## config.mk

```make
export PLATFORM = sky130hd
export DESIGN_NAME = vec_irq_ctrl
export DESIGN_NICKNAME = d
export VERILOG_FILES = /design/src/rtl/virq_pkg.sv /design/src/rtl/virq_sync.sv /design/src/rtl/virq_pend.sv /design/src/rtl/virq_prio.sv /design/src/rtl/vec_irq_ctrl.sv
export SDC_FILE = /design/constraint.sdc
export NUM_CORES = 1
export LEC_CHECK = 0
export BUFFER_PORTS_ARGS = -buffer_cell sky130_fd_sc_hd__buf_2
export CAP_MARGIN = 40
export CORE_UTILIZATION = 53
export DETAILED_ROUTE_END_ITERATION = 8
export MAX_ROUTING_LAYER = met4
export PLACE_DENSITY = 0.81
export SLEW_MARGIN = 20
export SYNTH_ARGS = -nofsm -noshare
export SYNTH_HDL_FRONTEND = slang
export SYNTH_SLANG_ARGS = --single-unit
```

## constraint.sdc

```tcl
create_clock -name clk -period 3.4 [get_ports clk]
set_input_delay 1.02 -clock clk [delete_from_list [all_inputs] [get_ports clk]]
set_output_delay 1.02 -clock clk [all_outputs]
set_load 0.005 [all_outputs]
```

## src/rtl/virq_pkg.sv

```systemverilog
package virq_pkg;
  localparam int REG_W  = 32;
  localparam int CODE_W = 6;

  typedef enum logic [1:0] {
    SEL_PEND  = 2'd0,
    SEL_MASK  = 2'd1,
    SEL_SENSE = 2'd2,
    SEL_VEC   = 2'd3
  } reg_sel_e;
endpackage

```

## src/rtl/virq_sync.sv

```systemverilog
module virq_sync #(
  parameter int N = 16
) (
  input  logic         clk,
  input  logic         rst_n,
  input  logic [N-1:0] raw_n,
  output logic [N-1:0] sync_n,
  output logic [N-1:0] prev_n
);
  logic [N-1:0] meta_q, sync_q, prev_q;

  always_ff @(posedge clk or negedge rst_n) begin
    if (!rst_n) begin
      meta_q <= '1;
      sync_q <= '1;
      prev_q <= '1;
    end else begin
      meta_q <= raw_n;
      sync_q <= meta_q;
      prev_q <= sync_q;
    end
  end

  assign sync_n = sync_q;
  assign prev_n = prev_q;
endmodule

```

## src/rtl/virq_pend.sv

```systemverilog
module virq_pend #(
  parameter int N = 16
) (
  input  logic         clk,
  input  logic         rst_n,
  input  logic [N-1:0] sync_n,
  input  logic [N-1:0] prev_n,
  input  logic [N-1:0] sense_sel,
  input  logic [N-1:0] clr,
  output logic [N-1:0] pend
);
  genvar i;
  generate
    for (i = 0; i < N; i++) begin : g_src
      if (i % 2 == 0) begin : g_ext
        logic latch_q, latch_d, fall;
        assign fall = prev_n[i] & ~sync_n[i];
        always_comb begin
          if (!sense_sel[i]) latch_d = 1'b0;
          else               latch_d = fall | (latch_q & ~clr[i]);
        end
        always_ff @(posedge clk or negedge rst_n) begin
          if (!rst_n) latch_q <= 1'b0;
          else        latch_q <= latch_d;
        end
        assign pend[i] = sense_sel[i] ? latch_q : ~sync_n[i];
      end else begin : g_int
        logic unused_int;
        assign unused_int = sense_sel[i] ^ prev_n[i] ^ clr[i];
        assign pend[i]    = ~sync_n[i];
      end
    end
  endgenerate
endmodule

```

## src/rtl/virq_prio.sv

```systemverilog
module virq_prio #(
  parameter int N      = 16,
  parameter int CODE_W = 6,
  parameter int IDLE   = 15
) (
  input  logic [N-1:0]      active,
  output logic [CODE_W-1:0] code
);
  always_comb begin
    code = CODE_W'(IDLE);
    for (int i = N - 1; i >= 0; i--) begin
      if (active[i]) code = CODE_W'(i);
    end
  end
endmodule

```

## src/rtl/vec_irq_ctrl.sv

```systemverilog
module vec_irq_ctrl
  import virq_pkg::*;
#(
  parameter int NSRC = 16,
  parameter int IDLE = 15
) (
  input  logic             clk,
  input  logic             rst_n,
  input  logic [NSRC-1:0]  irq_in_n,
  input  logic             reg_wr,
  input  logic             reg_rd,
  input  logic [1:0]       reg_addr,
  input  logic [REG_W-1:0] reg_wdata,
  output logic [REG_W-1:0] reg_rdata,
  output logic             cpu_irq
);
  localparam int PAD_W = REG_W - CODE_W;

  // reset: asynchronous assert, synchronous release
  logic [1:0] rs_q;
  logic       rst_i;
  always_ff @(posedge clk or negedge rst_n) begin
    if (!rst_n) rs_q <= 2'b00;
    else        rs_q <= {rs_q[0], 1'b1};
  end
  assign rst_i = rs_q[1];

  // write data in source order
  logic [NSRC-1:0] wsrc;
  genvar k;
  generate
    for (k = 0; k < NSRC; k++) begin : g_wmap
      assign wsrc[k] = reg_wdata[REG_W-1-k];
    end
    if (NSRC < REG_W) begin : g_unused
      logic unused_wlow;
      assign unused_wlow = ^reg_wdata[REG_W-NSRC-1:0];
    end
  endgenerate

  logic wr_pend, wr_mask, wr_sense;
  assign wr_pend  = reg_wr && (reg_addr == SEL_PEND);
  assign wr_mask  = reg_wr && (reg_addr == SEL_MASK);
  assign wr_sense = reg_wr && (reg_addr == SEL_SENSE);

  // configuration registers
  logic [NSRC-1:0] mask_q, mask_d, sense_q, sense_d;
  always_comb begin
    mask_d  = wr_mask  ? wsrc : mask_q;
    sense_d = wr_sense ? wsrc : sense_q;
  end
  always_ff @(posedge clk or negedge rst_i) begin
    if (!rst_i) begin
      mask_q  <= '0;
      sense_q <= '0;
    end else begin
      mask_q  <= mask_d;
      sense_q <= sense_d;
    end
  end

  // sources
  logic [NSRC-1:0] sync_n, prev_n, clr, pend, active;
  assign clr = wr_pend ? wsrc : '0;

  virq_sync #(.N(NSRC)) u_sync (
    .clk(clk), .rst_n(rst_i), .raw_n(irq_in_n),
    .sync_n(sync_n), .prev_n(prev_n)
  );

  virq_pend #(.N(NSRC)) u_pend (
    .clk(clk), .rst_n(rst_i), .sync_n(sync_n), .prev_n(prev_n),
    .sense_sel(sense_q), .clr(clr), .pend(pend)
  );

  assign active  = pend & mask_q;
  assign cpu_irq = |active;

  logic [CODE_W-1:0] code;
  virq_prio #(.N(NSRC), .CODE_W(CODE_W), .IDLE(IDLE)) u_prio (
    .active(active), .code(code)
  );

  // read path, MSB-first words
  logic [REG_W-1:0] pend_w, mask_w, sense_w, vec_w;
  generate
    for (k = 0; k < REG_W; k++) begin : g_rmap
      if (k < NSRC) begin : g_src
        assign pend_w[REG_W-1-k]  = pend[k];
        assign mask_w[REG_W-1-k]  = mask_q[k];
        assign sense_w[REG_W-1-k] = sense_q[k];
      end else begin : g_pad
        assign pend_w[REG_W-1-k]  = 1'b0;
        assign mask_w[REG_W-1-k]  = 1'b0;
        assign sense_w[REG_W-1-k] = 1'b0;
      end
    end
  endgenerate
  assign vec_w = {code, {PAD_W{1'b0}}};

  logic [REG_W-1:0] rdata_q, rdata_d;
  always_comb begin
    rdata_d = rdata_q;
    if (reg_rd) begin
      unique case (reg_addr)
        SEL_PEND:  rdata_d = pend_w;
        SEL_MASK:  rdata_d = mask_w;
        SEL_SENSE: rdata_d = sense_w;
        default:   rdata_d = vec_w;
      endcase
    end
  end
  always_ff @(posedge clk or negedge rst_i) begin
    if (!rst_i) rdata_q <= '0;
    else        rdata_q <= rdata_d;
  end
  assign reg_rdata = rdata_q;
endmodule

```

==> results of run 1 <==
-- routing by layer --
metal,global-route usage [%],up-vias,share of wire (%)
met5,-,-,0
met4,8.995,0,1.8
met3,5.058,15,5.8
met2,34.34,97,50
met1,27.86,1453,43
li1,-,1300,-
-- stage by stage --
| step | area [µm²] | setup slack, ns | total power, mW |
|---|---|---|---|
| after floorplan | 4319 | 0.5379 | 1.751 |
| after global placement | 4538 | 0.7893 | 1.852 |
| after detailed placement | 4566 | 0.7659 | 1.885 |
| after CTS | 4818 | 0.4233 | 2.804 |
| after global routing | 4818 | 0.3133 | 2.909 |
| final | 4818 | 0.4679 | 2.779 |
-- sequential cells by signal, summed over array words and instances, names as in the netlist --
| signal | flops |
|---|---|
| mask_q | 16 |
| reg_rdata | 16 |
| sense_q | 16 |
| u_sync.meta_q | 16 |
| u_sync.sync_n | 16 |
| u_pend.g_src.g_ext.latch_q | 8 |
| u_sync.prev_n | 8 |
| rs_q | 2 |
-- worst paths after layout --
path	end	slack, ns
max in group asynchronous	u_sync.meta_q[13]$_DFF_PN1_	2.28
min in group clk	u_sync.sync_n[12]$_DFF_PN1_	0.36
hold / removal	u_pend.g_src[8].g_ext.latch_q$_DFF_PN0_	0.28
hold reg to reg	u_pend.g_src[8].g_ext.latch_q$_DFF_PN0_	0.28
setup / recovery	cpu_irq	0.47
setup reg to reg	reg_rdata[29]$_DFFE_PN0P_	1.80
-- layout make-up --
class	count	area share, %
multi-input cells	233	32.36
well taps	102	2.649
flip-flops and latches	98	52.01
inverters	14	1.091
clock inverters	4	2.025
repair buffers	58	6.648
clock buffers	12	3.220
-- Yosys cell counts, types with 6 or more instances --
cell	n	area share, %
nor2b_1	20	2.9
inv_1	14	1.2
nor2_1	38	3.3
nand2b_1	9	1.3
nand2_1	16	1.4
a21oi_1	38	4.5
mux2_4	10	3.5
dfrtp_1	58	34
buf_4	17	3.0
a31oi_1	6	0.88
dfstp_2	40	25
mux2_2	22	5.8
-- power by group --
group,leakage (nW),internal [mW],total [mW],switching (mW)
Sequential,1.12,1.32,1.43,0.105
Combinational,0.941,0.223,0.442,0.219
Clock,0.123,0.529,0.908,0.379
-- logic make-up after synthesis --
kind of cell,Yosys count,synth area share [%]
compound gates,76,11.56
other cells,2,0.1762
buf+inv,42,6.046
mux,37,10.51
simple gates,103,13.00
flops,98,58.70
==> impl_metrics.py, run 1 <==
metrics = {
    "status": {
        "status": "complete, no violations",
    },
    "sta": {
        "rsz0062_at_grt": "false",
        "min_period_ns": 2.932,
        "setup_viol": 0,
        "max_clock_freq_mhz": 341.1,
        "clock_skew_ns": 0.01125,
        "hold_ws_ns": 0.2834,
        "worst_pin_slew_ns": 0.7877,
        "finalSetupTns_ns": 0,
        "timing.final.hold_violations": 0,
        "max_slew_margin_pct": 47.49,
        "slew_violations": 0,
        "post-route-period-util_pct": 86.24,
    },
    "worst_hold_path": {
        "hp-class": "register to asynchronous set/reset pin",
    },
    "floorplanning": {
        "die_area_mm2": 0.008406,
        "fp.dieW_um": 91.69,
        "io_pins": 87,
        "start_util_pct": 54.88,
        "rows": 32,
        "core_mm2": 0.007767,
        "dieHeight_um": 91.69,
    },
    "final_layout": {
        "num-fill-cells": 634,
        "synthToLayoutAreaGrowth_pct": 13.03,
        "final_util_pct": 62.03,
        "drive_above_1_share_pct": 37.23,
        "antennaDiodeCount": 0,
        "area.sequential_mm2": 0.002506,
        "stdcell_count": 521,
        "final_cell_mix": "dfrtp_1, buf_2, dfstp_2",
        "multi_input_area_mm2": 0.001559,
        "nets": 468,
        "final_common_cell": "dfrtp_1",
    },
    "logic_synthesis": {
        "ys_ff_latch": 98,
        "syn_area_mm2": 0.004263,
        "syn_avg_cell_area_um2": 11.91,
        "synth_cells": 358,
        "ys_warn_count": 0,
        "synth_edf_count": 0,
        "seq_area_frac_synth_pct": 58.70,
        "async_reset_ff_share_pct": 100.0,
        "synth_flop_cell": "dfrtp_1",
        "synthDistinctLibCells": 50,
    },
    "critical_path": {
        "cp_slowest_cell": "dfstp_2",
        "max_stage_delay_ns": 0.57,
        "path_max_fanout": 4,
        "worst-path-buf-inv": 1,
        "crit_chain": "nand2b_1 > and3_1 > nor4_1 > nand4_1 > buf_2",
        "worstSetupStartpoint": "u_sync.sync_n[8]$_DFF_PN1_",
        "cp_top_family": "simple AND/OR/NAND/NOR gates",
        "worstPathRequired_ns": 2.38,
        "cp.depth": 5,
        "criticalPathCategory": "register to primary output",
        "r2r-start": "u_sync.sync_n[2]$_DFF_PN1_",
        "r2r_cells": 5,
        "critical_path_arrival_ns": 1.91,
        "end_kind": "primary output",
        "startpoint_type": "register",
    },
    "power_and_ir_drop": {
        "ir_worst_vdd_mv": 0.3036,
        "powerDensity_mw_per_mm2": 576.7,
        "p_leak_nw": 2.180,
    },
    "clocking": {
        "htree_levels": 3,
        "root_buffer": "clkbuf_8",
        "cts_setup_buffers": 0,
        "cts.path.max_buffers": 2,
        "worstSkewPairLatency_ns": 0.37,
        "cts_hold_buf": 0,
        "clk_pin_slew_ns": 0.09,
        "cts_sinks": 98,
        "cts_resized": 0,
        "cts_buffers": 9,
        "cts_tree": "yes",
    },
    "detailed_routing": {
        "dr.pass1.iters": 5,
        "vias_per_cell": 5.499,
        "ant_nets": 0,
        "first_iter_violations": 181,
        "wirelength_mm": 8.239,
        "wl_per_cell_um": 15.81,
        "drt_drc_violations_left": 0,
        "route.vias.total": 2865,
    },
    "placement": {
        "placedCellCount": 505,
        "dp_hpwl_mm": 5.461,
        "portBuffers": 54,
        "place_congestion": 0.7999,
    },
    "grt": {
        "grt_max_degree": 60,
        "grt_first_pass_wirelength_mm": 13.48,
        "antenna_found_initial": 0,
        "grt_usage_pct": 21.97,
        "grt_pass1_vias": 2807,
        "globalRouteOverflowTotal": 0,
    },
    "flow_run": {
        "maxCapViolCount": 0,
    },
}
Note: power is estimated with default switching activity, not from simulation.
==> inputs of run 2 (changes only) <==
REMOVE_ABC_BUFFERS = 1   (was default)
==> impl_metrics.py, run 2 (synthesis results as in run 1) <==
metrics = {
    "sta": {
        "min_period_ns": 2.949,
        "hold_ws_ns": 0.2837,
        "worst_pin_slew_ns": 0.7666,
        "setup_viol": 0,
        "finalSetupTns_ns": 0,
        "slew_violations": 0,
        "rsz0062_at_grt": "false",
        "max_slew_margin_pct": 48.89,
        "max_clock_freq_mhz": 339.1,
        "timing.final.hold_violations": 0,
        "clock_skew_ns": 0.007470,
        "post-route-period-util_pct": 86.72,
    },
    "floorplanning": {
        "rows": 32,
        "start_util_pct": 54.88,
        "dieHeight_um": 91.69,
        "fp.dieW_um": 91.69,
        "die_area_mm2": 0.008406,
        "io_pins": 87,
        "core_mm2": 0.007767,
    },
    "clocking": {
        "cts_hold_buf": 0,
        "worstSkewPairLatency_ns": 0.36,
        "clk_pin_slew_ns": 0.09,
        "cts_buffers": 9,
        "cts_tree": "yes",
        "cts.path.max_buffers": 2,
        "htree_levels": 3,
        "cts_setup_buffers": 0,
        "cts_sinks": 98,
        "cts_resized": 0,
        "root_buffer": "clkbuf_8",
    },
    "critical_path": {
        "startpoint_type": "register",
        "worstPathRequired_ns": 2.38,
        "cp_top_family": "simple AND/OR/NAND/NOR gates",
        "criticalPathCategory": "register to primary output",
        "path_max_fanout": 4,
        "worst-path-buf-inv": 1,
        "end_kind": "primary output",
        "cp_slowest_cell": "dfstp_2",
        "critical_path_arrival_ns": 1.93,
        "crit_chain": "nand2b_1 > and3_1 > nor4_1 > nand4_1 > buf_2",
        "max_stage_delay_ns": 0.57,
    },
    "detailed_routing": {
        "wl_per_cell_um": 15.02,
        "vias_per_cell": 5.361,
        "drt_drc_violations_left": 0,
        "dr.pass1.iters": 5,
        "wirelength_mm": 7.827,
        "route.vias.total": 2793,
        "first_iter_violations": 99,
        "ant_nets": 0,
    },
    "placement": {
        "dp_hpwl_mm": 5.468,
        "place_congestion": 0.8313,
        "placedCellCount": 505,
        "portBuffers": 54,
        "placed_area_mm2": 0.004546,
    },
    "final_layout": {
        "final_cell_mix": "dfrtp_1, buf_2, dfstp_2",
        "final_common_cell": "dfrtp_1",
        "stdcell_count": 521,
        "final_area_mm2": 0.004760,
        "synthToLayoutAreaGrowth_pct": 11.65,
        "nets": 468,
        "drive_above_1_share_pct": 37.47,
        "antennaDiodeCount": 0,
    },
    "status": {
        "status": "complete, no violations",
    },
    "power_and_ir_drop": {
        "powerDensity_mw_per_mm2": 552.2,
        "p_leak_nw": 2.151,
        "ir_worst_vdd_mv": 0.2790,
    },
    "grt": {
        "globalRouteOverflowTotal": 0,
        "grt_usage_pct": 21.41,
        "antenna_found_initial": 0,
        "grt_pass1_vias": 2809,
        "grt_first_pass_wirelength_mm": 13.48,
        "grt_max_degree": 38,
    },
    "flow_run": {
        "maxCapViolCount": 0,
    },
    "worst_hold_path": {
        "hp-class": "register to asynchronous set/reset pin",
    },
}
[run 2: final timing paths]
path	from	to	slack (ns)	depth (start not counted)
max reg2reg	u_sync.sync_n[4]$_DFF_PN1_	reg_rdata[29]$_DFFE_PN0P_	1.88	5
min	rs_q[1]$_DFF_PN0_	mask_q[5]$_DFFE_PN0P_	0.28	0
max in group asynchronous	rs_q[1]$_DFF_PN0_	u_sync.sync_n[4]$_DFF_PN1_	2.32	1
min in group clk	u_sync.meta_q[2]$_DFF_PN1_	u_sync.sync_n[2]$_DFF_PN1_	0.35	0
max	u_sync.sync_n[8]$_DFF_PN1_	cpu_irq	0.45	5
min reg2reg	rs_q[1]$_DFF_PN0_	mask_q[5]$_DFFE_PN0P_	0.28	0
[run 2: worst register-to-register path: cells and delay by family, from the launching register on]
kind | cells | cell delay [ns]
AO/OA/AOI/OAI | 3 | 0.65
AND/OR/NAND/NOR | 2 | 0.22
flip-flops | 1 | 0.59
[run 2: final cells by class]
type	count	area (µm²)
Clock buffer	11	151.4
Clock inverter	5	62.56
Fill cell	639	3008
Inverter	14	52.55
Multi-Input combinational cell	233	1559
Sequential cell	98	2506
Tap cell	102	127.6
Timing Repair Buffer	58	300.3
[run 2: power breakdown]
| group | switching, mW | internal [mW] |
|---|---|---|
| clock | 0.391 | 0.382 |
| combinational | 0.207 | 0.220 |
| sequential | 0.105 | 1.32 |
[run 2: per-layer routing]
metal | track usage, % | wire [µm] | vias up
met2 | 34.90 | 3871 | 89
met1 | 26.67 | 3438 | 1389
met4 | 6.217 | 67 | 0
li1 | - | - | 1308
met3 | 5.307 | 449 | 7
met5 | - | 0 | -
[run 2: metrics by stage]
step	util (%)	worst slack, ns	total power [mW]
final	61.28	0.4514	2.628
after global routing	61.28	0.3280	2.773
after CTS	61.28	0.4320	2.656
after detailed placement	58.52	0.7997	1.877
after global placement	58.52	0.8287	1.852
after floorplan	-	0.5379	1.718
